`src/rtl/tdm_tx_pkg.sv`:
```
package tdm_tx_pkg;
    localparam int DEF_DATA_W = 32;
    localparam int DEF_CNT_W  = 11;
    localparam int DEF_SLOTS  = 8;
    localparam int DEF_FSW_W  = 8;

    localparam logic [2:0] FMT_PULSE = 3'd1;

    localparam logic [1:0] HZ_DRIVE = 2'd0;
    localparam logic [1:0] HZ_SLOT  = 2'd1;
    localparam logic [1:0] HZ_HALF  = 2'd2;

    typedef enum logic [1:0] {
        ST_IDLE,
        ST_LEAD,
        ST_SLOT,
        ST_TAIL
    } tx_state_t;
endpackage

```
`src/rtl/tdm_bclk_gen.sv`:
```
module tdm_bclk_gen (
    input  logic clk,
    input  logic rst_n,
    input  logic en,
    input  logic tick,
    input  logic neg_edge,
    output logic bclk,
    output logic launch,
    output logic half
);
    always_comb begin
        launch = tick && en && (bclk == neg_edge);
        half   = tick && en && (bclk != neg_edge);
    end

    always_ff @(posedge clk or negedge rst_n) begin
        if (!rst_n) begin
            bclk <= 1'b0;
        end else if (!en) begin
            bclk <= 1'b0;
        end else if (tick) begin
            bclk <= ~bclk;
        end
    end

    p_bclk_idle_r1: assert property (@(posedge clk) disable iff (!rst_n)
        !en |=> !bclk);
    p_bclk_toggle_r2: assert property (@(posedge clk) disable iff (!rst_n)
        (tick && en) |=> (bclk != $past(bclk)));
endmodule

```
`src/rtl/tdm_frame_fsm.sv`:
```
module tdm_frame_fsm
    import tdm_tx_pkg::*;
#(
    parameter int DATA_W = DEF_DATA_W,
    parameter int CNT_W  = DEF_CNT_W,
    parameter int SLOTS  = DEF_SLOTS,
    parameter int FSW_W  = DEF_FSW_W,
    localparam int SLOT_W = $clog2(SLOTS),
    localparam int CONT_W = $clog2(DATA_W) + 1
) (
    input  logic              clk,
    input  logic              rst_n,
    input  logic              en,
    input  logic              launch,
    input  logic [2:0]        frame_fmt,
    input  logic              lrck_pol,
    input  logic [2:0]        size_code,
    input  logic [CNT_W-1:0]  data_offset,
    input  logic [CNT_W-1:0]  chan_bits,
    input  logic [SLOT_W-1:0] slot_cnt_m1,
    input  logic [SLOTS-1:0]  slot_en,
    input  logic [FSW_W-1:0]  fsync_w_m1,
    output logic [CONT_W-1:0] cont,
    output logic              n_used,
    output logic              n_load,
    output logic              fclk
);
    localparam int FPOS_W = CNT_W + 2;

    tx_state_t          state, n_state;
    logic [FPOS_W-1:0]  fpos, spos, n_fpos, n_spos;
    logic [CONT_W-1:0]  sbit, n_sbit;
    logic [SLOT_W-1:0]  slot_loc, n_slot, n_slot_num;
    logic [SLOT_W:0]    nslots;
    logic [FPOS_W-1:0]  phase_len, frame_len, off;
    logic               lrck_md, last_in_frame, end_seg, n_seg, slot_last, n_fclk;

    // Frame geometry derived from the run-time controls
    always_comb begin
        lrck_md       = (frame_fmt != FMT_PULSE);
        phase_len     = FPOS_W'(chan_bits) + FPOS_W'(1);
        frame_len     = phase_len << 1;
        off           = FPOS_W'(data_offset);
        cont          = (size_code == 3'd0) ? CONT_W'(8)
                        : (CONT_W'({size_code, 2'b00}) + CONT_W'(4));
        nslots        = lrck_md ? (SLOT_W+1)'(1) : ((SLOT_W+1)'(slot_cnt_m1) + (SLOT_W+1)'(1));
        last_in_frame = (fpos == frame_len - FPOS_W'(1));
        end_seg       = last_in_frame || (lrck_md && (fpos == phase_len - FPOS_W'(1)));
        slot_last     = ({1'b0, slot_loc} == nslots - (SLOT_W+1)'(1));
        n_fpos        = (state == ST_IDLE || last_in_frame) ? '0 : fpos + FPOS_W'(1);
        n_spos        = (state == ST_IDLE || end_seg) ? '0 : spos + FPOS_W'(1);
        n_seg         = lrck_md && (n_fpos >= phase_len);
    end

    // Next-state logic for the period about to start
    always_comb begin
        n_state = ST_TAIL;
        n_sbit  = '0;
        n_slot  = '0;
        if (n_spos < off) begin
            n_state = ST_LEAD;
        end else if (n_spos == off) begin
            n_state = ST_SLOT;
        end else begin
            unique case (state)
                ST_SLOT: begin
                    if (sbit == cont - CONT_W'(1)) begin
                        if (slot_last) begin
                            n_state = ST_TAIL;
                        end else begin
                            n_state = ST_SLOT;
                            n_slot  = slot_loc + SLOT_W'(1);
                        end
                    end else begin
                        n_state = ST_SLOT;
                        n_sbit  = sbit + CONT_W'(1);
                        n_slot  = slot_loc;
                    end
                end
                ST_IDLE, ST_LEAD, ST_TAIL: n_state = ST_TAIL;
                default: n_state = ST_TAIL;
            endcase
        end
    end

    // Per-period outputs handed to the data path
    always_comb begin
        n_slot_num = lrck_md ? SLOT_W'(n_seg) : n_slot;
        n_used     = (n_state == ST_SLOT) && slot_en[n_slot_num];
        n_load     = n_used && (n_sbit == '0);
        n_fclk     = lrck_md ? (n_seg ^ lrck_pol) : (n_fpos <= FPOS_W'(fsync_w_m1));
    end

    always_ff @(posedge clk or negedge rst_n) begin
        if (!rst_n) begin
            state    <= ST_IDLE;
            fpos     <= '0;
            spos     <= '0;
            sbit     <= '0;
            slot_loc <= '0;
            fclk     <= 1'b0;
        end else if (!en) begin
            state    <= ST_IDLE;
            fpos     <= '0;
            spos     <= '0;
            sbit     <= '0;
            slot_loc <= '0;
            fclk     <= 1'b0;
        end else if (launch) begin
            state    <= n_state;
            fpos     <= n_fpos;
            spos     <= n_spos;
            sbit     <= n_sbit;
            slot_loc <= n_slot;
            fclk     <= n_fclk;
        end
    end

    p_idle_off_r1: assert property (@(posedge clk) disable iff (!rst_n)
        !en |=> (state == ST_IDLE && !fclk));
    p_fpos_bound_r3: assert property (@(posedge clk) disable iff (!rst_n)
        (state != ST_IDLE) |-> (fpos < frame_len));
    p_slot_bound_r5: assert property (@(posedge clk) disable iff (!rst_n)
        (state == ST_SLOT) |-> ({1'b0, slot_loc} < nslots));
    p_bit_bound_r5: assert property (@(posedge clk) disable iff (!rst_n)
        (state == ST_SLOT) |-> (sbit < cont));
endmodule

```
`src/rtl/tdm_tx_shifter.sv`:
```
module tdm_tx_shifter
    import tdm_tx_pkg::*;
#(
    parameter int DATA_W = DEF_DATA_W,
    localparam int CONT_W = $clog2(DATA_W) + 1,
    localparam int SH_W   = CONT_W + 1
) (
    input  logic              clk,
    input  logic              rst_n,
    input  logic              en,
    input  logic              launch,
    input  logic              half,
    input  logic              n_used,
    input  logic              n_load,
    input  logic [CONT_W-1:0] cont,
    input  logic [2:0]        mask_bits,
    input  logic              lsb_first,
    input  logic [1:0]        hiz_mode,
    input  logic [DATA_W-1:0] in_data,
    input  logic              in_valid,
    output logic              in_ready,
    output logic              sdata,
    output logic              sdata_oe,
    output logic              underflow
);
    logic [CONT_W-1:0] act;
    logic [DATA_W-1:0] lmask, raw, masked, word, shreg;
    logic              cur_used, oe_launch;

    always_comb begin
        act      = cont - CONT_W'(mask_bits);
        lmask    = (act >= CONT_W'(DATA_W)) ? '1 : ((DATA_W'(1) << act) - DATA_W'(1));
        raw      = in_valid ? in_data : '0;
        masked   = raw & lmask;
        word     = lsb_first ? masked : (masked << (SH_W'(DATA_W) - SH_W'(act)));
        in_ready = launch && n_load;
        unique case (hiz_mode)
            HZ_SLOT: oe_launch = n_used;
            HZ_HALF: oe_launch = n_used || cur_used;
            default: oe_launch = 1'b1;
        endcase
    end

    always_ff @(posedge clk or negedge rst_n) begin
        if (!rst_n) begin
            shreg     <= '0;
            sdata     <= 1'b0;
            sdata_oe  <= 1'b0;
            cur_used  <= 1'b0;
            underflow <= 1'b0;
        end else if (!en) begin
            shreg     <= '0;
            sdata     <= 1'b0;
            sdata_oe  <= 1'b0;
            cur_used  <= 1'b0;
            underflow <= 1'b0;
        end else begin
            underflow <= launch && n_load && !in_valid;
            if (launch) begin
                cur_used <= n_used;
                sdata_oe <= oe_launch;
                if (n_load) begin
                    sdata <= lsb_first ? word[0] : word[DATA_W-1];
                    shreg <= lsb_first ? (word >> 1) : (word << 1);
                end else if (n_used) begin
                    sdata <= lsb_first ? shreg[0] : shreg[DATA_W-1];
                    shreg <= lsb_first ? (shreg >> 1) : (shreg << 1);
                end else begin
                    sdata <= 1'b0;
                end
            end else if (half && hiz_mode == HZ_HALF) begin
                sdata_oe <= cur_used;
            end
        end
    end

    p_quiet_off_r1: assert property (@(posedge clk) disable iff (!rst_n)
        !en |=> (!sdata && !sdata_oe && !underflow));
    p_uf_single_r11: assert property (@(posedge clk) disable iff (!rst_n)
        underflow |=> !underflow);
    p_hiz_slot_r10: assert property (@(posedge clk) disable iff (!rst_n)
        (en && launch && hiz_mode == HZ_SLOT && !n_used) |=> !sdata_oe);
    p_unused_zero_r9: assert property (@(posedge clk) disable iff (!rst_n)
        (en && launch && !n_used) |=> !sdata);
endmodule

```
`src/rtl/tdm_tx_serializer.sv`:
```
module tdm_tx_serializer
    import tdm_tx_pkg::*;
#(
    parameter int DATA_W = DEF_DATA_W,
    parameter int CNT_W  = DEF_CNT_W,
    parameter int SLOTS  = DEF_SLOTS,
    parameter int FSW_W  = DEF_FSW_W,
    localparam int SLOT_W = $clog2(SLOTS),
    localparam int CONT_W = $clog2(DATA_W) + 1
) (
    input  logic              clk,
    input  logic              rst_n,
    input  logic              bclk_tick,
    input  logic              xfer_en,
    input  logic [2:0]        frame_fmt,
    input  logic              lrck_pol,
    input  logic [2:0]        size_code,
    input  logic [2:0]        mask_bits,
    input  logic              lsb_first,
    input  logic              neg_edge,
    input  logic [CNT_W-1:0]  data_offset,
    input  logic [CNT_W-1:0]  chan_bits,
    input  logic [SLOT_W-1:0] slot_cnt_m1,
    input  logic [SLOTS-1:0]  slot_en,
    input  logic [FSW_W-1:0]  fsync_w_m1,
    input  logic [1:0]        hiz_mode,
    input  logic [DATA_W-1:0] in_data,
    input  logic              in_valid,
    output logic              in_ready,
    output logic              bclk,
    output logic              fclk,
    output logic              sdata,
    output logic              sdata_oe,
    output logic              underflow
);
    logic              launch, half, n_used, n_load;
    logic [CONT_W-1:0] cont;

    tdm_bclk_gen u_bclk (
        .clk      (clk),
        .rst_n    (rst_n),
        .en       (xfer_en),
        .tick     (bclk_tick),
        .neg_edge (neg_edge),
        .bclk     (bclk),
        .launch   (launch),
        .half     (half)
    );

    tdm_frame_fsm #(
        .DATA_W (DATA_W),
        .CNT_W  (CNT_W),
        .SLOTS  (SLOTS),
        .FSW_W  (FSW_W)
    ) u_fsm (
        .clk         (clk),
        .rst_n       (rst_n),
        .en          (xfer_en),
        .launch      (launch),
        .frame_fmt   (frame_fmt),
        .lrck_pol    (lrck_pol),
        .size_code   (size_code),
        .data_offset (data_offset),
        .chan_bits   (chan_bits),
        .slot_cnt_m1 (slot_cnt_m1),
        .slot_en     (slot_en),
        .fsync_w_m1  (fsync_w_m1),
        .cont        (cont),
        .n_used      (n_used),
        .n_load      (n_load),
        .fclk        (fclk)
    );

    tdm_tx_shifter #(
        .DATA_W (DATA_W)
    ) u_shift (
        .clk       (clk),
        .rst_n     (rst_n),
        .en        (xfer_en),
        .launch    (launch),
        .half      (half),
        .n_used    (n_used),
        .n_load    (n_load),
        .cont      (cont),
        .mask_bits (mask_bits),
        .lsb_first (lsb_first),
        .hiz_mode  (hiz_mode),
        .in_data   (in_data),
        .in_valid  (in_valid),
        .in_ready  (in_ready),
        .sdata     (sdata),
        .sdata_oe  (sdata_oe),
        .underflow (underflow)
    );

    p_ready_enabled_r9: assert property (@(posedge clk) disable iff (!rst_n)
        in_ready |-> xfer_en);
endmodule

```
`config.mk`:
```
export PLATFORM = sky130hd
export DESIGN_NAME = tdm_tx_serializer
export DESIGN_NICKNAME = d
export VERILOG_FILES = /design/src/rtl/tdm_tx_pkg.sv /design/src/rtl/tdm_bclk_gen.sv /design/src/rtl/tdm_frame_fsm.sv /design/src/rtl/tdm_tx_shifter.sv /design/src/rtl/tdm_tx_serializer.sv
export SDC_FILE = /design/constraint.sdc
export NUM_CORES = 1
export LEC_CHECK = 0
export ABC_AREA = 1
export CAP_MARGIN = 20
export CORE_UTILIZATION = 29
export CTS_BUF_LIST = sky130_fd_sc_hd__clkbuf_2 sky130_fd_sc_hd__clkbuf_4 sky130_fd_sc_hd__clkbuf_8
export CTS_CLUSTER_SIZE = 30
export DETAILED_ROUTE_END_ITERATION = 12
export PLACE_DENSITY_LB_ADDON = 0.25
export SETUP_SLACK_MARGIN = 0.1
export SYNTH_ARGS = -nofsm -noshare
export SYNTH_HDL_FRONTEND = slang
export SYNTH_HIERARCHICAL = 1
export SYNTH_SLANG_ARGS = --single-unit
```
`constraint.sdc`:
```
create_clock -name clk -period 11.48 [get_ports clk]
set_clock_uncertainty 0.1 [all_clocks]
set_input_delay 1.722 -clock clk [delete_from_list [all_inputs] [get_ports clk]]
set_output_delay 1.722 -clock clk [all_outputs]
set_load 0.1 [all_outputs]
```
==> reports/qor.csv, run 1 <==
stage;metric;value;unit
timing;Rel. slew slack;0.2899;
setup_path;Crit path required time;9.66;ns
hold_path;Min-Delay Path Class;flip-flop to flip-flop;
global_route;initial antenna violation count;0;
synthesis;number of flops mapped to enable cells by yosys;0;
synthesis;Yosys cell types;62;
layout;# fillers;4267;
synthesis;Commonest cells post-synth;nand2_1 (613), nand3_1 (311), inv_1 (225), nor2_1 (141), a21oi_1 (85);
power;VDD IR max;0.00005604;V
setup_path;most used cell, CP;nand2_1;
routing;Iter 0 DRT Violations;1201;
floorplan;Die X;198.8;um
routing;post-route ant nets;0;
setup_path;Worst setup SP type;primary input;
timing;Slew Limit Fails;0;
synthesis;mapped cell area;11230;um2
setup_path;critical path's largest stage delay;0.67;ns
routing;Remaining DRCs;0;
layout;final core utilization;0.3394;
placed_design;Post-DP HPWL;32.19;mm
floorplan;# IOs;98;
floorplan;full die area;39510;um2
global_route;first-pass GRT wire length;65.16;mm
routing;final WL;40.97;mm
timing;Fin Setup TNS;0;ns
timing;RSZ-0062 raised after global routing;false;
layout;Area Overhead vs Synth;14.39;%
outcome;outcome;finished clean;
synthesis;top post-synthesis cells by area;nand2_1 (20%), dfrtp_1 (17%), nand3_1 (14%), inv_1 (7.5%), ha_1 (5.3%);
synthesis;Yosys top cell by area;nand2_1;
routing;first drt pass iteration count;5;
clocking;Num CTS Buffers;9;
timing;Least-Margin Pin Slew;1.063;ns
global_route;total gr overflow;0;
synthesis;Seq/Total Area, Yosys;0.1672;
routing;via/cell ratio;5.127;
clocking;hold buffers post-CTS;0;
setup_path;Worst setup EP type;output port;
layout;Final nets;2150;
synthesis;Synth Flop Type;dfrtp_1;
floorplan;Die Height;198.8;um
synthesis;Syn. warnings;6;
setup_path;worst setup path class;primary input to output port;
clocking;CTS tree;built;
synthesis;top-area cell type share of the netlist area;0.2049;
timing;crit share post-route;0.8124;
synthesis;async set-reset flop share out of synthesis;1.000;
timing;min cycle time layout;9.326;ns
global_route;vias in the first global route;12190;
setup_path;Slowest-stage cell, CP;clkdlybuf4s50_1;
global_route;largest net degree at the start of global routing;77;
job;Max-cap violations;0;
synthesis;synthesized netlist cell count;1963;
timing;highest clock rate;107.2;MHz
clocking;# H-tree levels;3;
synthesis;synthesized area per cell;5.719;um2
clocking;CTS sink cnt;75;
clocking;clock input transition at the sequential cells of the worst setup and hold paths;0.09;ns
timing;Fin. Hold Viols;0;
clocking;post-CTS setup buffers;0;
power;pwr/cell area;95.88;nW/um2
layout;share of layout cells above drive strength 1;0.08937;
timing;# setup viols final;0;
clocking;Clock Tree Root;clkbuf_8;
floorplan;Initial Util;0.2967;
synthesis;synthesis-stage register bit count;75;
clocking;Worst-Skew Late Latency;0.37;ns
setup_path;Data arrival, critical path;7.50;ns
routing;vias;12950;
floorplan;core area;37840;um2
synthesis;most frequent cell after synthesis;nand2_1;
floorplan;cell row count;71;
placed_design;GP Congestion;0.9519;
global_route;total global routing track utilization;0.2085;
clocking;clock buffer depth;2;
placed_design;Port Buf Inserts;97;
setup_path;CP max FO;11;
routing;WL per Instance;16.22;um
clocking;number of gates resized after cts;0;
power;leakage;6.508;nW
[area by class of cell]
| class | count | area, um2 | share of cell area |
|---|---|---|---|
| clock inverter | 6 | 112.6 | 0.008769 |
| inverter | 250 | 942.2 | 0.07336 |
| timing repair buffer | 111 | 1099 | 0.08554 |
| multi-input combinational | 1562 | 8039 | 0.6260 |
| sequential | 75 | 1877 | 0.1461 |
| clock buffer | 10 | 131.4 | 0.01023 |
| tap | 511 | 639.4 | 0.04979 |
| antenna | 1 | 2.502 | 0.0001949 |
[where the power goes]
part | leakage [nW] | internal [W] | switching (W)
clock | 0.124 | 0.000148 | 0.000106
combinational | 5.34 | 0.000208 | 0.000504
sequential | 1.04 | 0.000265 | 0.00000114
[sequential cells by signal, summed over array words and instances (netlist names), 2 cells and up]
signal / cells
u_fsm/state: 2
u_shift/shreg: 32
u_fsm/fpos: 13
u_fsm/sbit: 6
u_fsm/slot_loc: 3
u_fsm/spos: 13
[layout by cell type, fill, tap and decap left out, drive strengths merged, types with 20 or more instances in the layout]
| cell type | n |
|---|---|
| nand3 | 330 |
| inv | 248 |
| dfrtp | 75 |
| nand4 | 44 |
| clkdlybuf4s50 | 94 |
| nor2 | 187 |
| nor3 | 20 |
| ha | 48 |
| nand2 | 657 |
| xor2 | 23 |
| a21oi | 87 |
| o21ai | 73 |
[routing by layer]
| layer | share of wire | wire length, um | vias up | global-route usage |
|---|---|---|---|---|
| met3 | 0.057 | 2337 | 39 | 0.02204 |
| met5 | 0 | 0 | - | 0 |
| met2 | 0.46 | 18900 | 390 | 0.3484 |
| met4 | 0.019 | 758 | 0 | 0.05812 |
| met1 | 0.46 | 18980 | 6009 | 0.2824 |
| li1 | - | - | 6512 | - |
[cells by family after synthesis]
group / Yosys count / share of synthesized area
flops: 75 / 0.1672
simple gates: 1259 / 0.5190
compound gates: 224 / 0.1186
fa+ha+maj: 49 / 0.05528
buf+inv: 327 / 0.1178
other cells: 1 / 0.0003340
xor+xnor: 28 / 0.02184
[worst max-delay path: cells and delay by family]
kind / cells / cell delay, ns
fa+ha+maj: 2 / 0.61
simple gates: 24 / 2.94
buf+inv: 6 / 1.34
compound gates: 4 / 0.89
[through the flow]
step	power, W	setup WS [ns]	cells	hold slack [ns]	instance area [um2]
2_1_floorplan	0.0007680	3.193	1964	0.3711	11230
3_3_place_gp	0.0009733	2.227	2507	0.3648	12550
3_5_place_dp	0.0009691	2.176	2507	0.3821	12550
4_1_cts	0.001228	2.147	2523	0.4031	12790
5_1_grt	0.001324	1.464	2525	0.4329	12840
6_report	0.001231	2.154	2526	0.3998	12840
[worst paths after layout]
| kind | start | to | slack, ns | cells past startpoint |
|---|---|---|---|---|
| worst min-delay path | u_shift/sdata | u_shift/sdata | 0.40 | 2 |
| worst min register to register | u_shift/sdata | u_shift/sdata | 0.40 | 2 |
| worst max-delay path | chan_bits[0] | in_ready | 2.15 | 36 |
| max in group asynchronous | rst_n | u_fsm/fpos[1] | 9.13 | 2 |
| worst max register to register | u_fsm/fpos[2] | u_shift/shreg[4] | 4.67 | 35 |
| min in group asynchronous | rst_n | u_shift/shreg[23] | 1.05 | 1 |
Power figures use the tool's default switching activity.
==> inputs of run 2 (changes only) <==
==> constraint.sdc (replaced) <==
create_clock -name clk -period 7.8 [get_ports clk]
set_clock_uncertainty 0.1 [all_clocks]
set_input_delay 1.17 -clock clk [delete_from_list [all_inputs] [get_ports clk]]
set_output_delay 1.17 -clock clk [all_outputs]
set_load 0.1 [all_outputs]
==> reports/qor.csv, run 2 (synthesized netlist as in run 1, its figures left out) <==
stage;metric;value;unit
layout;Final nets;2163;
power;sequential power share;0.228;
global_route;largest net degree at the start of global routing;77;
layout;share of layout cells above drive strength 1;0.1031;
timing;Least-Margin Pin Slew;1.163;ns
routing;post-route ant nets;0;
timing;Slew Limit Fails;0;
routing;via/cell ratio;5.181;
global_route;first-pass GRT wire length;65.93;mm
placed_design;placed insts;2518;
placed_design;Port Buf Inserts;97;
routing;vias;13150;
layout;Area Overhead vs Synth;15.42;%
timing;highest clock rate;138.8;MHz
floorplan;Die X;198.8;um
setup_path;Slowest-stage cell, CP;clkdlybuf4s50_1;
layout;Non-Filler Instances;2538;
hold_path;Min-Delay Path Class;flip-flop to flip-flop;
floorplan;Die Height;198.8;um
routing;Remaining DRCs;0;
layout;max reg flops;32;
power;switching power;0.0009041;W
power;Int Power;0.0008133;W
global_route;initial antenna violation count;0;
setup_path;Crit path required time;6.53;ns
power;Clock Power Share;0.161;
global_route;met3 Track Usage GR;0.02119;
routing;Iter 0 DRT Violations;1106;
power;VDD IR max;0.00007413;V
clocking;CTS sink cnt;75;
power;pwr/cell area;132.5;nW/um2
setup_path;worst setup path class;primary input to output port;
setup_path;Worst setup EP type;output port;
timing;min cycle time layout;7.203;ns
layout;Top Registers;u_shift/shreg: 32 flops, u_fsm/fpos: 13 flops, u_fsm/spos: 13 flops;
timing;RSZ-0062 raised after global routing;false;
clocking;Clock Tree Root;clkbuf_8;
clocking;Num CTS Buffers;9;
global_route;total gr overflow;0;
clocking;# H-tree levels;3;
clocking;clock input transition at the sequential cells of the worst setup and hold paths;0.08;ns
global_route;gr busiest metal;met2;
clocking;Worst-Skew Late Latency;0.38;ns
routing;first drt pass iteration count;8;
floorplan;core area;37840;um2
routing;WL per Instance;16.20;um
power;sw frac;0.5264;
layout;commonest non-fill, non-tap cell in the layout;nand2_1;
placed_design;GP Congestion;0.9489;
floorplan;Initial Util;0.2967;
job;Max-cap violations;0;
power;Comb power frac;0.611;
setup_path;most used cell, CP;nand2_1;
clocking;CTS tree;built;
setup_path;CP max FO;6;
layout;register with the highest flop count;u_shift/shreg;
timing;Rel. slew slack;0.2223;
setup_path;critical path's largest stage delay;0.53;ns
setup_path;Worst setup SP type;primary input;
global_route;met1 Track Usage GR;0.2870;
clocking;hold buffers post-CTS;0;
power;total power;0.001717;W
clocking;clock buffer depth;2;
timing;# setup viols final;0;
global_route;vias in the first global route;12370;
floorplan;cell row count;71;
floorplan;full die area;39510;um2
global_route;total global routing track utilization;0.2111;
global_route;routing usage on met2;0.3454;
outcome;outcome;finished clean;
timing;crit share post-route;0.9234;
timing;Fin Setup TNS;0;ns
layout;most frequent cells in the layout;nand2_1 (608), nand3_1 (309), inv_1 (223);
layout;ant diodes;0;
timing;Fin. Hold Viols;0;
floorplan;# IOs;98;
routing;final WL;41.12;mm
setup_path;Data arrival, critical path;5.93;ns
placed_design;Post-DP HPWL;32.49;mm
power;leakage;6.591;nW
## run 2: changes by cell type in the layout (fill, tap and decap cells not counted), sizes merged, moves of 3 or more
| cell | change |
|---|---|
| buf | +13 |
| clkdlybuf4s50 | -6 |
| dlymetal6s2s | +6 |
| clkinv | +4 |
| bufinv | -3 |
## run 2: timing repair
| item | 4_1_cts | 5_1_grt |
|---|---|---|
| buffers inserted | 0 | 3 |
| endpoints found under the setup margin | 0 | 1 |
| resized for setup | 0 | 30 |
## run 2: area by class of cell
type                    instances  area [um2]
clock buffers                   9       123.9
multi-input cells            1562        8119
flip-flops and latches         75        1877
well taps                     511       639.4
repair buffers                124        1215
fillers                      4299       24890
inverters                     250       942.2
clock inverters                 7       42.54
## run 2: worst max-delay path, delay by kind of cell
family / cells / cell delay (ns)
AND/OR/NAND/NOR: 23 / 2.67
AO/OA/AOI/OAI: 4 / 0.88
buffers and inverters: 5 / 0.90
adder cells (fa/ha/maj): 1 / 0.28
## run 2: path summary, 6_finish.rpt
check | from | endpoint | slack, ns | depth (start not counted)
max | chan_bits[6] | in_ready | 0.60 | 33
min | u_shift/sdata | u_shift/sdata | 0.40 | 2
max reg2reg | u_fsm/fpos[2] | u_shift/shreg[12] | 2.23 | 35
min reg2reg | u_shift/sdata | u_shift/sdata | 0.40 | 2
max in group asynchronous | rst_n | u_fsm/spos[2] | 5.98 | 2
min in group asynchronous | rst_n | u_shift/shreg[22] | 0.49 | 1
## run 2: stage by stage
stage	setup slack (ns)	util	hold slack [ns]	area, um2
floorplan	0.6166	-	0.3711	11230
global placement	0.2972	0.3341	0.3692	12640
detailed placement	0.2087	0.3341	0.3758	12640
CTS	0.1872	0.3385	0.3978	12810
global route	0.1470	0.3424	0.4194	12960
finish	0.5971	0.3424	0.4008	12960
## run 2: layer usage
layer | vias to the layer above | part of all wire
met4 | 0 | 0.029
met1 | 6148 | 0.46
met3 | 58 | 0.054
li1 | 6535 | -
met2 | 409 | 0.45
met5 | - | 0
## run 2: power groups by stage
stage	clock, W	combinational, W	sequential (W)
floorplan	0	0.000722	0.000408
global placement	0	0.00103	0.000400
detailed placement	0	0.00103	0.000400
CTS	0.000287	0.00103	0.000392
global route	0.000303	0.00116	0.000392
finish	0.000277	0.00105	0.000392
